[config.mk]
export PLATFORM = sky130hd
export DESIGN_NAME = wp_lock_ctrl
export DESIGN_NICKNAME = d
export VERILOG_FILES = /design/src/rtl/wp_lock_pkg.sv /design/src/rtl/wp_range_regs.sv /design/src/rtl/wp_state_table.sv /design/src/rtl/wp_sweep.sv /design/src/rtl/wp_lock_ctrl.sv
export SDC_FILE = /design/constraint.sdc
export NUM_CORES = 1
export LEC_CHECK = 0
export BUFFER_PORTS_ARGS = -buffer_cell sky130_fd_sc_hd__clkbuf_2
export CORE_MARGIN = 2
export CORE_UTILIZATION = 60
export CTS_CLUSTER_SIZE = 24
export DETAILED_ROUTE_END_ITERATION = 10
export GPL_ROUTABILITY_DRIVEN = 0
export PLACE_DENSITY = 0.91
export SYNTH_ARGS = -nofsm -noshare
export SYNTH_HDL_FRONTEND = slang
export SYNTH_SLANG_ARGS = --single-unit
[constraint.sdc]
create_clock -name clk -period 4.9 [get_ports clk]
set_clock_uncertainty 0.15 [all_clocks]
set_input_delay 0.245 -clock clk [delete_from_list [all_inputs] [get_ports clk]]
set_output_delay 0.245 -clock clk [all_outputs]
set_load 0.05 [all_outputs]
[src/rtl/wp_lock_pkg.sv]
package wp_lock_pkg;

   typedef enum logic [2:0] {
      WP_TIGHT    = 3'b001,
      WP_LOCKED   = 3'b010,
      WP_UNLOCKED = 3'b100
   } wp_state_t;

   typedef enum logic [1:0] {
      OP_UNLOCK = 2'd0,
      OP_LOCK   = 2'd1,
      OP_TIGHT  = 2'd2
   } wp_op_t;

   localparam logic [7:0] CODE_UNLOCK_RANGE = 8'h23;
   localparam logic [7:0] CODE_UNLOCK_ALL   = 8'h27;
   localparam logic [7:0] CODE_LOCK_RANGE   = 8'h2A;
   localparam logic [7:0] CODE_TIGHT_RANGE  = 8'h2C;

   localparam int STATUS_W = 16;

   function automatic logic is_wp_cmd(input logic [7:0] code);
      return (code == CODE_UNLOCK_RANGE) || (code == CODE_UNLOCK_ALL) ||
             (code == CODE_LOCK_RANGE)   || (code == CODE_TIGHT_RANGE);
   endfunction

   function automatic wp_op_t code_to_op(input logic [7:0] code);
      case (code)
         CODE_LOCK_RANGE:  return OP_LOCK;
         CODE_TIGHT_RANGE: return OP_TIGHT;
         default:          return OP_UNLOCK;
      endcase
   endfunction

   function automatic logic [2:0] op_target(input wp_op_t op);
      case (op)
         OP_LOCK:  return WP_LOCKED;
         OP_TIGHT: return WP_TIGHT;
         default:  return WP_UNLOCKED;
      endcase
   endfunction

   // Lock-tight is sticky against unlock and lock.
   // Lock-tight may not be applied to an unlocked block.
   function automatic logic op_allowed(input wp_op_t op, input logic [2:0] cur);
      case (op)
         OP_TIGHT: return cur != WP_UNLOCKED;
         default:  return cur != WP_TIGHT;
      endcase
   endfunction

endpackage

[src/rtl/wp_range_regs.sv]
module wp_range_regs #(
   parameter int REG_W = 16,
   parameter int IDX_W = 4
) (
   input  logic             clk,
   input  logic             rst_n,
   input  logic             start_wr,
   input  logic             end_wr,
   input  logic [REG_W-1:0] wdata,
   output logic [IDX_W-1:0] start_idx,
   output logic [IDX_W-1:0] end_idx
);

   // Masking with (BLOCKS-1) keeps the low IDX_W bits.
   logic [IDX_W-1:0] masked;
   assign masked = wdata[IDX_W-1:0];

   always_ff @(posedge clk or negedge rst_n) begin
      if (!rst_n) begin
         start_idx <= '0;
         end_idx   <= '0;
      end else if (start_wr) begin
         start_idx <= masked;
         end_idx   <= masked;
      end else if (end_wr) begin
         end_idx   <= masked;
      end
   end

endmodule

[src/rtl/wp_state_table.sv]
module wp_state_table
   import wp_lock_pkg::*;
#(
   parameter int BLOCKS      = 16,
   parameter int USED_BLOCKS = 12,
   parameter int IDX_W       = 4
) (
   input  logic             clk,
   input  logic             rst_n,
   input  logic             wr_en,
   input  logic [IDX_W-1:0] wr_idx,
   input  logic [2:0]       wr_state,
   input  logic [IDX_W-1:0] rd_idx,
   output logic [2:0]       rd_state,
   input  logic [IDX_W-1:0] query_idx,
   output logic [2:0]       query_state
);

   logic [2:0] tbl [BLOCKS];

   for (genvar i = 0; i < BLOCKS; i++) begin : g_entry
      if (i < USED_BLOCKS) begin : g_live
         logic [2:0] q;
         always_ff @(posedge clk or negedge rst_n) begin
            if (!rst_n)
               q <= WP_LOCKED;
            else if (wr_en && (wr_idx == IDX_W'(i)))
               q <= wr_state;
         end
         assign tbl[i] = q;
      end else begin : g_absent
         assign tbl[i] = 3'b000;
      end
   end

   assign rd_state    = tbl[rd_idx];
   assign query_state = tbl[query_idx];

endmodule

[src/rtl/wp_sweep.sv]
module wp_sweep
   import wp_lock_pkg::*;
#(
   parameter int BLOCKS      = 16,
   parameter int USED_BLOCKS = 12,
   parameter int IDX_W       = 4
) (
   input  logic                clk,
   input  logic                rst_n,
   input  logic                cmd_valid,
   input  logic [7:0]          cmd_code,
   input  logic                int_ack,
   input  logic [IDX_W-1:0]    start_idx,
   input  logic [IDX_W-1:0]    end_idx,
   input  logic [2:0]          rd_state,
   output logic [IDX_W-1:0]    rd_idx,
   output logic                wr_en,
   output logic [IDX_W-1:0]    wr_idx,
   output logic [2:0]          wr_state,
   output logic                busy,
   output logic                done,
   output logic                cmd_err,
   output logic                int_flag,
   output logic [STATUS_W-1:0] wp_status
);

   localparam logic [IDX_W-1:0] LAST_IDX = IDX_W'(USED_BLOCKS - 1);

   typedef enum logic {S_IDLE, S_RUN} sw_state_t;

   sw_state_t        st;
   logic [IDX_W-1:0] cur, hi;
   wp_op_t           op;
   logic             accept, all_sel, in_range, allow, at_last;
   logic [IDX_W-1:0] lo_sel, hi_sel;

   assign accept  = (st == S_IDLE) && cmd_valid && is_wp_cmd(cmd_code);
   assign all_sel = (cmd_code == CODE_UNLOCK_ALL);
   assign lo_sel  = all_sel ? '0 : start_idx;
   assign hi_sel  = all_sel ? LAST_IDX : end_idx;

   if (USED_BLOCKS == BLOCKS) begin : g_full
      assign in_range = 1'b1;
   end else begin : g_partial
      assign in_range = ({1'b0, cur} < (IDX_W+1)'(USED_BLOCKS));
   end

   assign rd_idx   = cur;
   assign allow    = op_allowed(op, rd_state);
   assign wr_state = op_target(op);
   assign wr_idx   = cur;
   assign wr_en    = (st == S_RUN) && in_range && allow;
   assign at_last  = (cur == hi);
   assign busy     = (st == S_RUN);

   always_ff @(posedge clk or negedge rst_n) begin
      if (!rst_n) begin
         st        <= S_IDLE;
         cur       <= '0;
         hi        <= '0;
         op        <= OP_UNLOCK;
         done      <= 1'b0;
         cmd_err   <= 1'b0;
         int_flag  <= 1'b0;
         wp_status <= STATUS_W'(WP_LOCKED);
      end else begin
         done <= 1'b0;
         if (int_ack) begin
            int_flag <= 1'b0;
            cmd_err  <= 1'b0;
         end
         if (accept) begin
            op  <= code_to_op(cmd_code);
            cur <= lo_sel;
            hi  <= hi_sel;
            if (lo_sel > hi_sel) begin
               done     <= 1'b1;
               int_flag <= 1'b1;
            end else begin
               st <= S_RUN;
            end
         end else if (st == S_RUN) begin
            if (!in_range) begin
               cmd_err  <= 1'b1;
               done     <= 1'b1;
               int_flag <= 1'b1;
               st       <= S_IDLE;
            end else begin
               if (wr_en)
                  wp_status <= STATUS_W'(wr_state);
               if (at_last) begin
                  done     <= 1'b1;
                  int_flag <= 1'b1;
                  st       <= S_IDLE;
               end else begin
                  cur <= cur + 1'b1;
               end
            end
         end
      end
   end

endmodule

[src/rtl/wp_lock_ctrl.sv]
module wp_lock_ctrl
   import wp_lock_pkg::*;
#(
   parameter int BLOCKS      = 16,
   parameter int USED_BLOCKS = 12,
   parameter int REG_W       = 16,
   localparam int IW         = $clog2(BLOCKS)
) (
   input  logic             clk,
   input  logic             rst_n,
   input  logic             start_wr,
   input  logic             end_wr,
   input  logic [REG_W-1:0] addr_wdata,
   input  logic             cmd_valid,
   input  logic [7:0]       cmd_code,
   input  logic             int_ack,
   input  logic [IW-1:0]    query_idx,
   output logic [2:0]       query_state,
   output logic [IW-1:0]    start_addr,
   output logic [IW-1:0]    end_addr,
   output logic [15:0]      wp_status,
   output logic             busy,
   output logic             done,
   output logic             cmd_err,
   output logic             int_flag
);

   if (BLOCKS < 2 || (BLOCKS & (BLOCKS - 1)) != 0) begin : g_bad_blocks
      $error("BLOCKS must be a power of two of at least 2");
   end
   if (USED_BLOCKS < 1 || USED_BLOCKS > BLOCKS) begin : g_bad_used
      $error("USED_BLOCKS must lie in 1..BLOCKS");
   end
   if (REG_W < IW) begin : g_bad_regw
      $error("REG_W must hold a block index");
   end

   logic [IW-1:0] rd_idx, wr_idx;
   logic [2:0]    rd_state, wr_state;
   logic          wr_en;

   wp_range_regs #(.REG_W(REG_W), .IDX_W(IW)) u_regs (
      .clk       (clk),
      .rst_n     (rst_n),
      .start_wr  (start_wr),
      .end_wr    (end_wr),
      .wdata     (addr_wdata),
      .start_idx (start_addr),
      .end_idx   (end_addr)
   );

   wp_state_table #(.BLOCKS(BLOCKS), .USED_BLOCKS(USED_BLOCKS), .IDX_W(IW)) u_tbl (
      .clk         (clk),
      .rst_n       (rst_n),
      .wr_en       (wr_en),
      .wr_idx      (wr_idx),
      .wr_state    (wr_state),
      .rd_idx      (rd_idx),
      .rd_state    (rd_state),
      .query_idx   (query_idx),
      .query_state (query_state)
   );

   wp_sweep #(.BLOCKS(BLOCKS), .USED_BLOCKS(USED_BLOCKS), .IDX_W(IW)) u_sweep (
      .clk       (clk),
      .rst_n     (rst_n),
      .cmd_valid (cmd_valid),
      .cmd_code  (cmd_code),
      .int_ack   (int_ack),
      .start_idx (start_addr),
      .end_idx   (end_addr),
      .rd_state  (rd_state),
      .rd_idx    (rd_idx),
      .wr_en     (wr_en),
      .wr_idx    (wr_idx),
      .wr_state  (wr_state),
      .busy      (busy),
      .done      (done),
      .cmd_err   (cmd_err),
      .int_flag  (int_flag),
      .wp_status (wp_status)
   );

endmodule

==> flow_metrics.py <==
metrics = {
    "finish": {
        "syn_to_final_growth_pct": 10.7,
        "antenna_cells": 0,
        "layoutNonFillerInstCount": 412,
        "nNetsFinal": 376,
        "final_layout_size_suffix_gt1_share_pct": 37.7,
        "final_core_util_pct": 67.6,
        "design_area_sq_mm": 0.00396,
    },
    "grt": {
        "grt_max_degree": 62,
        "grt-ovfl-total": 0,
        "grt_pass1_vias": 2616,
        "grt_first_pass_wirelength_microns": 12500,
        "antenna_found_initial": 0,
        "grt_use_total_pct": 26.1,
    },
    "sta": {
        "holdWs_ps": 18.8,
        "tns_ps": 0,
        "rsz0062_at_grt": "no",
        "min_period_over_period_pct": 72.9,
        "relSlewSlack_pct": 46.3,
        "drv_slew": 0,
        "finalHoldViolations": 0,
        "fin_ws_ps": 1330,
        "worst_slew_pin_slew_ps": 805,
        "setup_viol_count_final": 0,
        "layout_min_cycle_time_ps": 3570,
        "fmax_mhz": 280,
    },
    "placement": {
        "dp.cells": 391,
        "port_buffers": 39,
        "dp_slack_ps": 1400,
        "dp_hpwl_microns": 5530,
        "placed_area_sq_mm": 0.00373,
    },
    "synth": {
        "syn-instance-count": 293,
        "yosysWarningCount": 0,
        "synth_edf_count": 0,
        "netlist_area_sq_mm": 0.00357,
        "synth.avg_cell_area_sq_um": 12.2,
        "synthTopCellsByCount": "dfrtp_1 (48), mux2_2 (34), nand2_1 (18)",
        "synth_top_area_share_pct": 33.6,
        "yosysMostFrequentCell": "dfrtp_1",
        "synth-async-reset-ratio_pct": 100,
        "ys_seq_elements": 61,
        "yosys-top-cells-area": "dfrtp_1 (34%), mux2_2 (11%), mux4_2 (10%)",
        "synthFlopType": "dfrtp_1",
        "synth_top_area_cell": "dfrtp_1",
        "ys_seq_area_share_pct": 43.2,
        "synth_cell_types": 50,
    },
    "route": {
        "first_pass_iters": 4,
        "routedWlPerCell_microns": 18.6,
        "drc_errors": 0,
        "drt-total-wl_microns": 7680,
        "via_per_inst": 6.21,
        "num_vias": 2559,
        "drt_iter0_markers": 187,
        "postRouteAntennaNets": 0,
    },
    "pwr": {
        "power_mw": 1.19,
        "irDropWorstVdd_uv": 271,
        "p_leak_nw": 1.76,
        "p_per_area_mw_per_mm2": 300,
    },
    "critical_path": {
        "endpoint_kind": "flop",
        "rr_endpoint": "u_tbl.g_entry[5].g_live.q[2]",
        "reg2reg_depth": 6,
        "startpoint_type": "flop",
        "crit_required_ps": 4980,
        "timing.critical_path.fanout_max": 16,
        "r2r_slack_ps": 1330,
        "cp.arrival_ps": 3650,
        "r2r_start": "u_sweep.rd_idx[1]",
        "criticalPathCategory": "reg -> reg",
    },
    "cts": {
        "post-cts-setup-buffers": 0,
        "cts_buffers": 9,
        "insertion_delay_ps": 350,
        "htreeDepth": 3,
        "path_clk_slew_ps": 60,
        "cts_root_buf": "clkbuf_8",
        "cts_tree": "built",
        "clock_sinks": 61,
        "clk_path_buf_depth": 2,
    },
    "worst_hold_path": {
        "hold_class": "in -> reg",
        "hp-start": "addr_wdata[3]",
        "whs_path_depth": 2,
        "hold_end": "u_regs.start_idx[3]",
    },
    "floorplanning": {
        "dieArea_sq_mm": 0.00659,
        "die_height_microns": 81.2,
        "die-width_microns": 81.2,
        "io_pins": 65,
        "rows": 28,
        "initial_core_util_pct": 61.1,
        "coreArea_sq_mm": 0.00585,
    },
    "status": {
        "status": "completed",
    },
    "job": {
        "drv_cap": 0,
    },
}
==> cell usage in the layout (no fill, tap or decap), types with 2 or more instances in the layout <==
cell	instances
nor2_1	11
conb_1	13
a221oi_1	2
nand3_1	2
xnor2_1	5
a32o_1	14
clkbuf_1	4
mux4_2	16
dfstp_2	13
nand2b_1	3
nor2b_1	3
mux2_1	2
clkbuf_2	39
a21oi_1	7
o21a_1	2
a41oi_1	2
dfrtp_1	48
a31oi_1	2
o2111ai_1	3
mux2_2	34
dlygate4sd3_1	5
clkbuf_8	11
o22ai_1	5
mux2i_1	8
o21ai_0	10
and2_1	3
inv_1	13
a21o_1	2
ha_1	10
o2111ai_2	4
nand2_1	18
nor3_1	4
==> timing repair <==
item	in CTS	in global routing
hold endpoints to repair	55	0
hold buffers	5	0
gates resized for setup	0	0
==> metal layers <==
metal / routed length (microns) / vias up / GRT usage, %
met1: 2950 / 1268 / 30.8
li1: - / 1159 / -
met4: 112 / 0 / 11.9
met5: 0 / - / 0
met3: 582 / 9 / 7.22
met2: 4030 / 123 / 44.4
==> report_power, final <==
part / internal, mW / total, mW / switching [mW]
logic: 0.0818 / 0.218 / 0.137
clock network: 0.211 / 0.392 / 0.181
registers: 0.524 / 0.574 / 0.0502
==> critical path, stage by stage, from the launching register on <==
cell and delay, ps:
dfrtp_1 860, mux4_2 580, or2_1 240, a32o_1 230, a32oi_2 630, o2111ai_1 370, mux2_2 370
==> layout make-up <==
cell class | instances | area, sq um
clock inverter | 1 | 5.00
fill | 439 | 1890
sequential | 61 | 1540
multi-input combinational | 202 | 1850
timing repair buffer | 45 | 253
inverter | 13 | 48.8
tap | 75 | 93.8
clock buffer | 15 | 166
==> logic make-up after synthesis <==
family                     Yosys count  synth area share, %
other                                1                0.105
buffers and inverters               42                 6.41
adders and majority gates           10                 3.50
AOI/OAI and AO/OA                   62                 14.9
DFF                                 61                 43.2
muxes                               60                 23.7
xor gates and xnor gates             5                 1.23
and+or+nand+nor                     52                 7.04
==> how the worst max path moves through the flow <==
stage	startpoint	end	slack, ps	cells after the start
floorplan	cmd_code[7]	u_sweep.int_flag	2200	11
global placement	u_sweep.rd_idx[1]	u_tbl.g_entry[5].g_live.q[0]	1460	6
detailed placement	u_sweep.rd_idx[1]	u_tbl.g_entry[5].g_live.q[2]	1400	6
CTS	u_sweep.rd_idx[1]	u_tbl.g_entry[5].g_live.q[2]	1400	6
global route	u_sweep.rd_idx[1]	u_tbl.g_entry[5].g_live.q[2]	1200	6
finish	u_sweep.rd_idx[1]	u_tbl.g_entry[5].g_live.q[2]	1330	6
==> state kept, by name, indices dropped and copies added (netlist names) <==
register	cells
u_sweep.int_flag	1
u_sweep.rd_idx	4
u_sweep.done	1
u_sweep.hi	4
u_regs.end_idx	4
u_sweep.cmd_err	1
u_sweep.op	2
u_sweep.busy	1
u_sweep.wp_status	3
u_regs.start_idx	4
u_tbl.g_entry.g_live.q	36
Note: power is estimated with default switching activity, not from simulation.
